## src/rtl/wdg_pkg.sv

```systemverilog
package wdg_pkg;

  typedef struct packed {
    logic       unlock;
    logic       halt;
    logic [1:0] span;
  } wdg_ctrl_t;

  localparam wdg_ctrl_t WDG_CTRL_INIT = 4'b1111;
  localparam int unsigned WDG_SPANS = 4;

  function automatic int unsigned wdg_max4(input int unsigned a, input int unsigned b,
                                           input int unsigned c, input int unsigned d);
    int unsigned m;
    m = a;
    if (b > m) m = b;
    if (c > m) m = c;
    if (d > m) m = d;
    return m;
  endfunction

endpackage

```

## src/rtl/wdg_ctrl_reg.sv

```systemverilog
module wdg_ctrl_reg
  import wdg_pkg::*;
(
  input  logic       clk,
  input  logic       rst,
  input  logic       ctrl_we,
  input  logic [3:0] ctrl_wdata,
  output wdg_ctrl_t  ctrl,
  output logic       active,
  output logic       span_chg
);

  wdg_ctrl_t wr_word;

  assign wr_word = wdg_ctrl_t'(ctrl_wdata);

  always_ff @(posedge clk) begin
    if (rst) begin
      ctrl <= WDG_CTRL_INIT;
    end else if (ctrl_we) begin
      // unlock can only fall; a one-way latch until reset
      ctrl.unlock <= ctrl.unlock & wr_word.unlock;
      ctrl.halt   <= wr_word.halt;
      ctrl.span   <= wr_word.span;
    end
  end

  // locked forces run; halt matters only while unlocked
  assign active   = !ctrl.unlock || !ctrl.halt;
  assign span_chg = ctrl_we && (wr_word.span != ctrl.span);

endmodule

```

## src/rtl/wdg_span_limit.sv

```systemverilog
module wdg_span_limit
  import wdg_pkg::*;
#(
  parameter int unsigned LOG2_T0 = 9,
  parameter int unsigned LOG2_T1 = 11,
  parameter int unsigned LOG2_T2 = 14,
  parameter int unsigned LOG2_T3 = 17,
  parameter int unsigned CNT_W   = 17
) (
  input  logic [1:0]       span,
  output logic [CNT_W-1:0] last
);

  localparam int unsigned LOGS [WDG_SPANS] = '{LOG2_T0, LOG2_T1, LOG2_T2, LOG2_T3};

  logic [CNT_W-1:0] tbl [WDG_SPANS];

  // final count value of each interval: 2^LOG2 - 1
  for (genvar i = 0; i < WDG_SPANS; i++) begin : g_tbl
    assign tbl[i] = CNT_W'((64'd1 << LOGS[i]) - 64'd1);
  end

  assign last = tbl[span];

endmodule

```

## src/rtl/wdg_count.sv

```systemverilog
module wdg_count #(
  parameter int unsigned CNT_W = 17
) (
  input  logic             clk,
  input  logic             rst,
  input  logic             active,
  input  logic             restart,
  input  logic             tick,
  input  logic [CNT_W-1:0] last,
  output logic [CNT_W-1:0] cnt,
  output logic             fire
);

  always_ff @(posedge clk) begin
    if (rst) begin
      cnt  <= '0;
      fire <= 1'b0;
    end else begin
      fire <= 1'b0;
      if (!active || restart) begin
        cnt <= '0;
      end else if (tick) begin
        if (cnt == last) begin
          cnt  <= '0;
          fire <= 1'b1;
        end else begin
          cnt <= cnt + 1'b1;
        end
      end
    end
  end

endmodule

```

## src/rtl/wdg_guard.sv

```systemverilog
module wdg_guard
  import wdg_pkg::*;
#(
  parameter int unsigned LOG2_T0 = 9,
  parameter int unsigned LOG2_T1 = 11,
  parameter int unsigned LOG2_T2 = 14,
  parameter int unsigned LOG2_T3 = 17
) (
  input  logic       clk,
  input  logic       rst,
  input  logic       tick,
  input  logic       ctrl_we,
  input  logic [3:0] ctrl_wdata,
  input  logic       kick,
  output logic       reset_req
);

  localparam int unsigned CNT_W = wdg_max4(LOG2_T0, LOG2_T1, LOG2_T2, LOG2_T3);

  wdg_ctrl_t        ctrl;
  logic [3:0]       ctrl_bits;
  logic             active;
  logic             span_chg;
  logic [CNT_W-1:0] last;
  logic [CNT_W-1:0] cnt;

  wdg_ctrl_reg u_ctrl (
    .clk        (clk),
    .rst        (rst),
    .ctrl_we    (ctrl_we),
    .ctrl_wdata (ctrl_wdata),
    .ctrl       (ctrl),
    .active     (active),
    .span_chg   (span_chg)
  );

  wdg_span_limit #(
    .LOG2_T0 (LOG2_T0),
    .LOG2_T1 (LOG2_T1),
    .LOG2_T2 (LOG2_T2),
    .LOG2_T3 (LOG2_T3),
    .CNT_W   (CNT_W)
  ) u_limit (
    .span (ctrl.span),
    .last (last)
  );

  wdg_count #(
    .CNT_W (CNT_W)
  ) u_count (
    .clk     (clk),
    .rst     (rst),
    .active  (active),
    .restart (kick || span_chg),
    .tick    (tick),
    .last    (last),
    .cnt     (cnt),
    .fire    (reset_req)
  );

  assign ctrl_bits = ctrl;

endmodule

```

## config.mk

```make
export PLATFORM = sky130hd
export DESIGN_NAME = wdg_guard
export DESIGN_NICKNAME = d
export VERILOG_FILES = /design/src/rtl/wdg_pkg.sv /design/src/rtl/wdg_ctrl_reg.sv /design/src/rtl/wdg_span_limit.sv /design/src/rtl/wdg_count.sv /design/src/rtl/wdg_guard.sv
export SDC_FILE = /design/constraint.sdc
export NUM_CORES = 1
export LEC_CHECK = 0
export ABC_AREA = 1
export BUFFER_PORTS_ARGS = -buffer_cell sky130_fd_sc_hd__clkbuf_2
export CORE_ASPECT_RATIO = 0.9
export CORE_MARGIN = 1.5
export CORE_UTILIZATION = 40
export CTS_CLUSTER_DIAMETER = 30
export DETAILED_ROUTE_END_ITERATION = 12
export GPL_ROUTABILITY_DRIVEN = 0
export GPL_TIMING_DRIVEN = 0
export HOLD_SLACK_MARGIN = 0.08
export SYNTH_ARGS = -nofsm -noshare
export SYNTH_HDL_FRONTEND = slang
export SYNTH_SLANG_ARGS = --single-unit
export TNS_END_PERCENT = 100
```

## constraint.sdc

```tcl
create_clock -name clk -period 1.15 [get_ports clk]
set_input_delay 0.115 -clock clk [delete_from_list [all_inputs] [get_ports clk]]
set_output_delay 0.115 -clock clk [all_outputs]
set_load 0.01 [all_outputs]
```

==> results.cfg <==
[run_status]
status = complete, but fails checks
failed_checks = setup timing

[layout]
layout.nets = 222
finalInstanceArea_um2 = 1570
area_growth_pct = 30.0
drive_above_1_share_pct = 28.9
diodes = 0

[global_route]
grt_usage_pct = 18.5
gr-total-overflow = 0
antenna_found_initial = 0
grt_first_pass_wirelength_um = 4570
grt_max_degree = 13
grt_pass1_vias = 1096

[yosys]
synth-xor-area-share_pct = 5.82
synthArstFlopShare_pct = 0
synth_seq_cells = 22
synth_cells = 185
synth.area.mux_share_pct = 0.832
synth_warnings = 0
netlist_area_um2 = 1200
yosysSeqAreaShare_pct = 36.6
synth-simple-area-share_pct = 42.8
synth.distinct_cells = 22
syn_area_per_cell_um2 = 6.51
synth_adder_area_share_pct = 1.04
synth_nets = 195
synth_compound_area_share_pct = 4.47
ys.flop_type = dfxtp_1
synth_edf_count = 0
synth_top_family_by_area = simple AND/OR/NAND/NOR gates

[setup_path]
path_max_fanout = 5
cp_slowest_stage_delay_ps = 390
required_ps = 1350
worstSetupEndpointType = register
cpMostUsedCell = nor2_1
startpoint_type = register
rr_startpoint = u_count.cnt[0]
critical_path_arrival_ps = 1480
crit_chain = ha_4 -> nand3_4 -> nor2_2 -> nand2_1 -> nor2_1 -> nand2_2 -> nand2_4 -> nor2_1
timing.rr.end = u_count.cnt[3]
critical_path_class = reg2reg
ff2ff_path_depth = 8
critPathSlowestCell = dfxtp_4
r2r_slack_ps = -120

[die]
die_w_um = 60.8
start_util_pct = 43.1
fp.coreArea_um2 = 2790
ios = 10
dieArea_um2 = 3350
die_h_um = 55.0
core.rowCount = 18

[clocking]
cts_tree = yes
clock_latency_ps = 310
clk_pin_slew_ps = 120
cts_num_sinks = 22
clockRootBuffer = clkbuf_4
numCtsBuffers = 3
cts_max_level = 1
clockBufferDepth = 2

[sta]
fmax_mhz = 785
setup_slack_ps = -124
slew_viol_final = 0
worst_pin_slew_ps = 226
fin_crit_sh_pct = 111
slew_headroom_pct = 84.8
rsz0062_at_grt = true
fin_skew_ps = 13.2
layout_min_cycle_time_ps = 1270
setup_viol = 12
hold_viol = 0
whs_ps = 137

[detailed_routing]
drc = 0
dr.pass1.iters = 4
vias = 1191
wl_per_cell_um = 10.9
wl_um = 2740
vias_per_cell = 4.75
ant_nets = 0
drt_iter0_markers = 34

[worst_hold_path]
min_to = u_count.cnt[0]
hp-start = tick
hold_class = in2reg
holdPathStages = 3

[pwr]
p_per_area_nw_per_um2 = 845
ir_drop_mv = 0.624
leakagePower_nw = 0.628

[place]
port_buffers = 8
placed_area_um2 = 1320
dp_hpwl_um = 1870

[job]
maxCapViolCount = 0
==> routing by layer <==
| layer | wire length, µm | vias up | track usage [%] |
|---|---|---|---|
| met1 | 1380 | 555 | 24.6 |
| li1 | - | 621 | - |
| met5 | 0 | - | 0 |
| met3 | 71 | 2 | 4.19 |
| met4 | 15 | 0 | 3.26 |
| met2 | 1270 | 13 | 31.2 |
==> how the worst max path moves through the flow <==
| stage | from | end | slack, ps | depth (start not counted) |
|---|---|---|---|---|
| detailed placement | u_ctrl.ctrl[0] | u_count.cnt[13] | -180 | 7 |
| CTS | u_count.cnt[1] | u_count.cnt[14] | -110 | 8 |
| finish | u_count.cnt[0] | u_count.cnt[3] | -120 | 8 |
| global placement | u_ctrl.ctrl[0] | u_count.cnt[3] | -190 | 7 |
| global route | u_count.cnt[5] | u_count.cnt[3] | -220 | 9 |
| floorplan | u_count.cnt[1] | u_count.cnt[0] | 5 | 8 |
==> power breakdown <==
| group | internal [mW] | total [mW] | switching (mW) |
|---|---|---|---|
| clock | 0.193 | 0.433 | 0.239 |
| combinational | 0.0536 | 0.116 | 0.0621 |
| sequential | 0.763 | 0.774 | 0.0116 |
| total | 1.01 | 1.32 | 0.313 |
==> stage by stage <==
stage	util (%)	total power, mW	setup slack (ps)	TNS, ps	cells
final	56.0	1.32	-124	-1180	251
after CTS	52.8	1.35	-110	-1250	246
after global placement	47.1	0.890	-188	-2100	233
after detailed placement	47.1	0.893	-179	-2120	233
after global routing	56.0	1.41	-216	-2670	251
after floorplan	-	0.862	5.33	0	185
==> registers in the layout, indices dropped and copies added, names as in the netlist <==
register and flops:
u_count.cnt 17, u_ctrl.ctrl 4, u_count.fire 1
==> cell usage after synthesis, types with 2 or more instances <==
library cell	number	area, µm²
nor2_1	33	124
nand2_4	2	22.5
nor2_4	3	33.8
xor2_1	3	26.3
nor2_2	3	18.8
nand2_1	54	203
xnor2_1	5	43.8
inv_1	23	86.3
nand4_1	2	12.5
a21oi_1	3	15.0
inv_2	2	7.51
nor3_1	5	25.0
nand3_1	14	70.1
o21ai_0	3	15.0
dfxtp_1	22	440
o21ai_1	2	10.0
==> layout by cell type (no fill, tap or decap), types with 4 or more instances in the layout <==
cell type,synthesis,layout
buf_4,1,8
clkbuf_2,0,8
dfxtp_1,22,9
dfxtp_2,0,7
dfxtp_4,0,6
dlygate4sd3_1,0,6
inv_1,23,20
inv_2,2,5
nand2_1,54,51
nand2_4,2,4
nand3_1,14,12
nor2_1,33,28
nor2_2,3,5
nor2_4,3,6
xnor2_1,5,5
==> critical path: cells and delay by family (launching register included) <==
kind,cells,cell delay [ps]
adders and majority gates,1,150
DFF,1,390
and+or+nand+nor,7,640
==> logic make-up after synthesis <==
group	after synthesis
XOR/XNOR	8
buffers and inverters	26
multiplexers	1
adder cells (fa/ha/maj)	1
AO/OA/AOI/OAI	10
AND/OR/NAND/NOR	117
flip-flops	22
==> area by class of cell <==
| type | instances | area [µm²] |
|---|---|---|
| Inverter | 25 | 93.8 |
| Timing Repair Buffer | 21 | 153 |
| Multi-Input combinational cell | 138 | 753 |
| Fill cell | 299 | 1230 |
| Sequential cell | 22 | 472 |
| Clock buffer | 4 | 36.3 |
| Buffer | 1 | 7.51 |
| Tap cell | 40 | 50.0 |
==> timing repair <==
item | 4_1_cts | 5_1_grt
hold buffers | 6 | 0
pin swaps | 7 | 10
setup endpoints to repair | 17 | 18
buffers inserted | 2 | 5
gates cloned | 1 | 0
gates resized for setup | 17 | 19
endpoints found under the hold margin | 4 | 0
No activity file was read; power rests on OpenSTA's default activity.
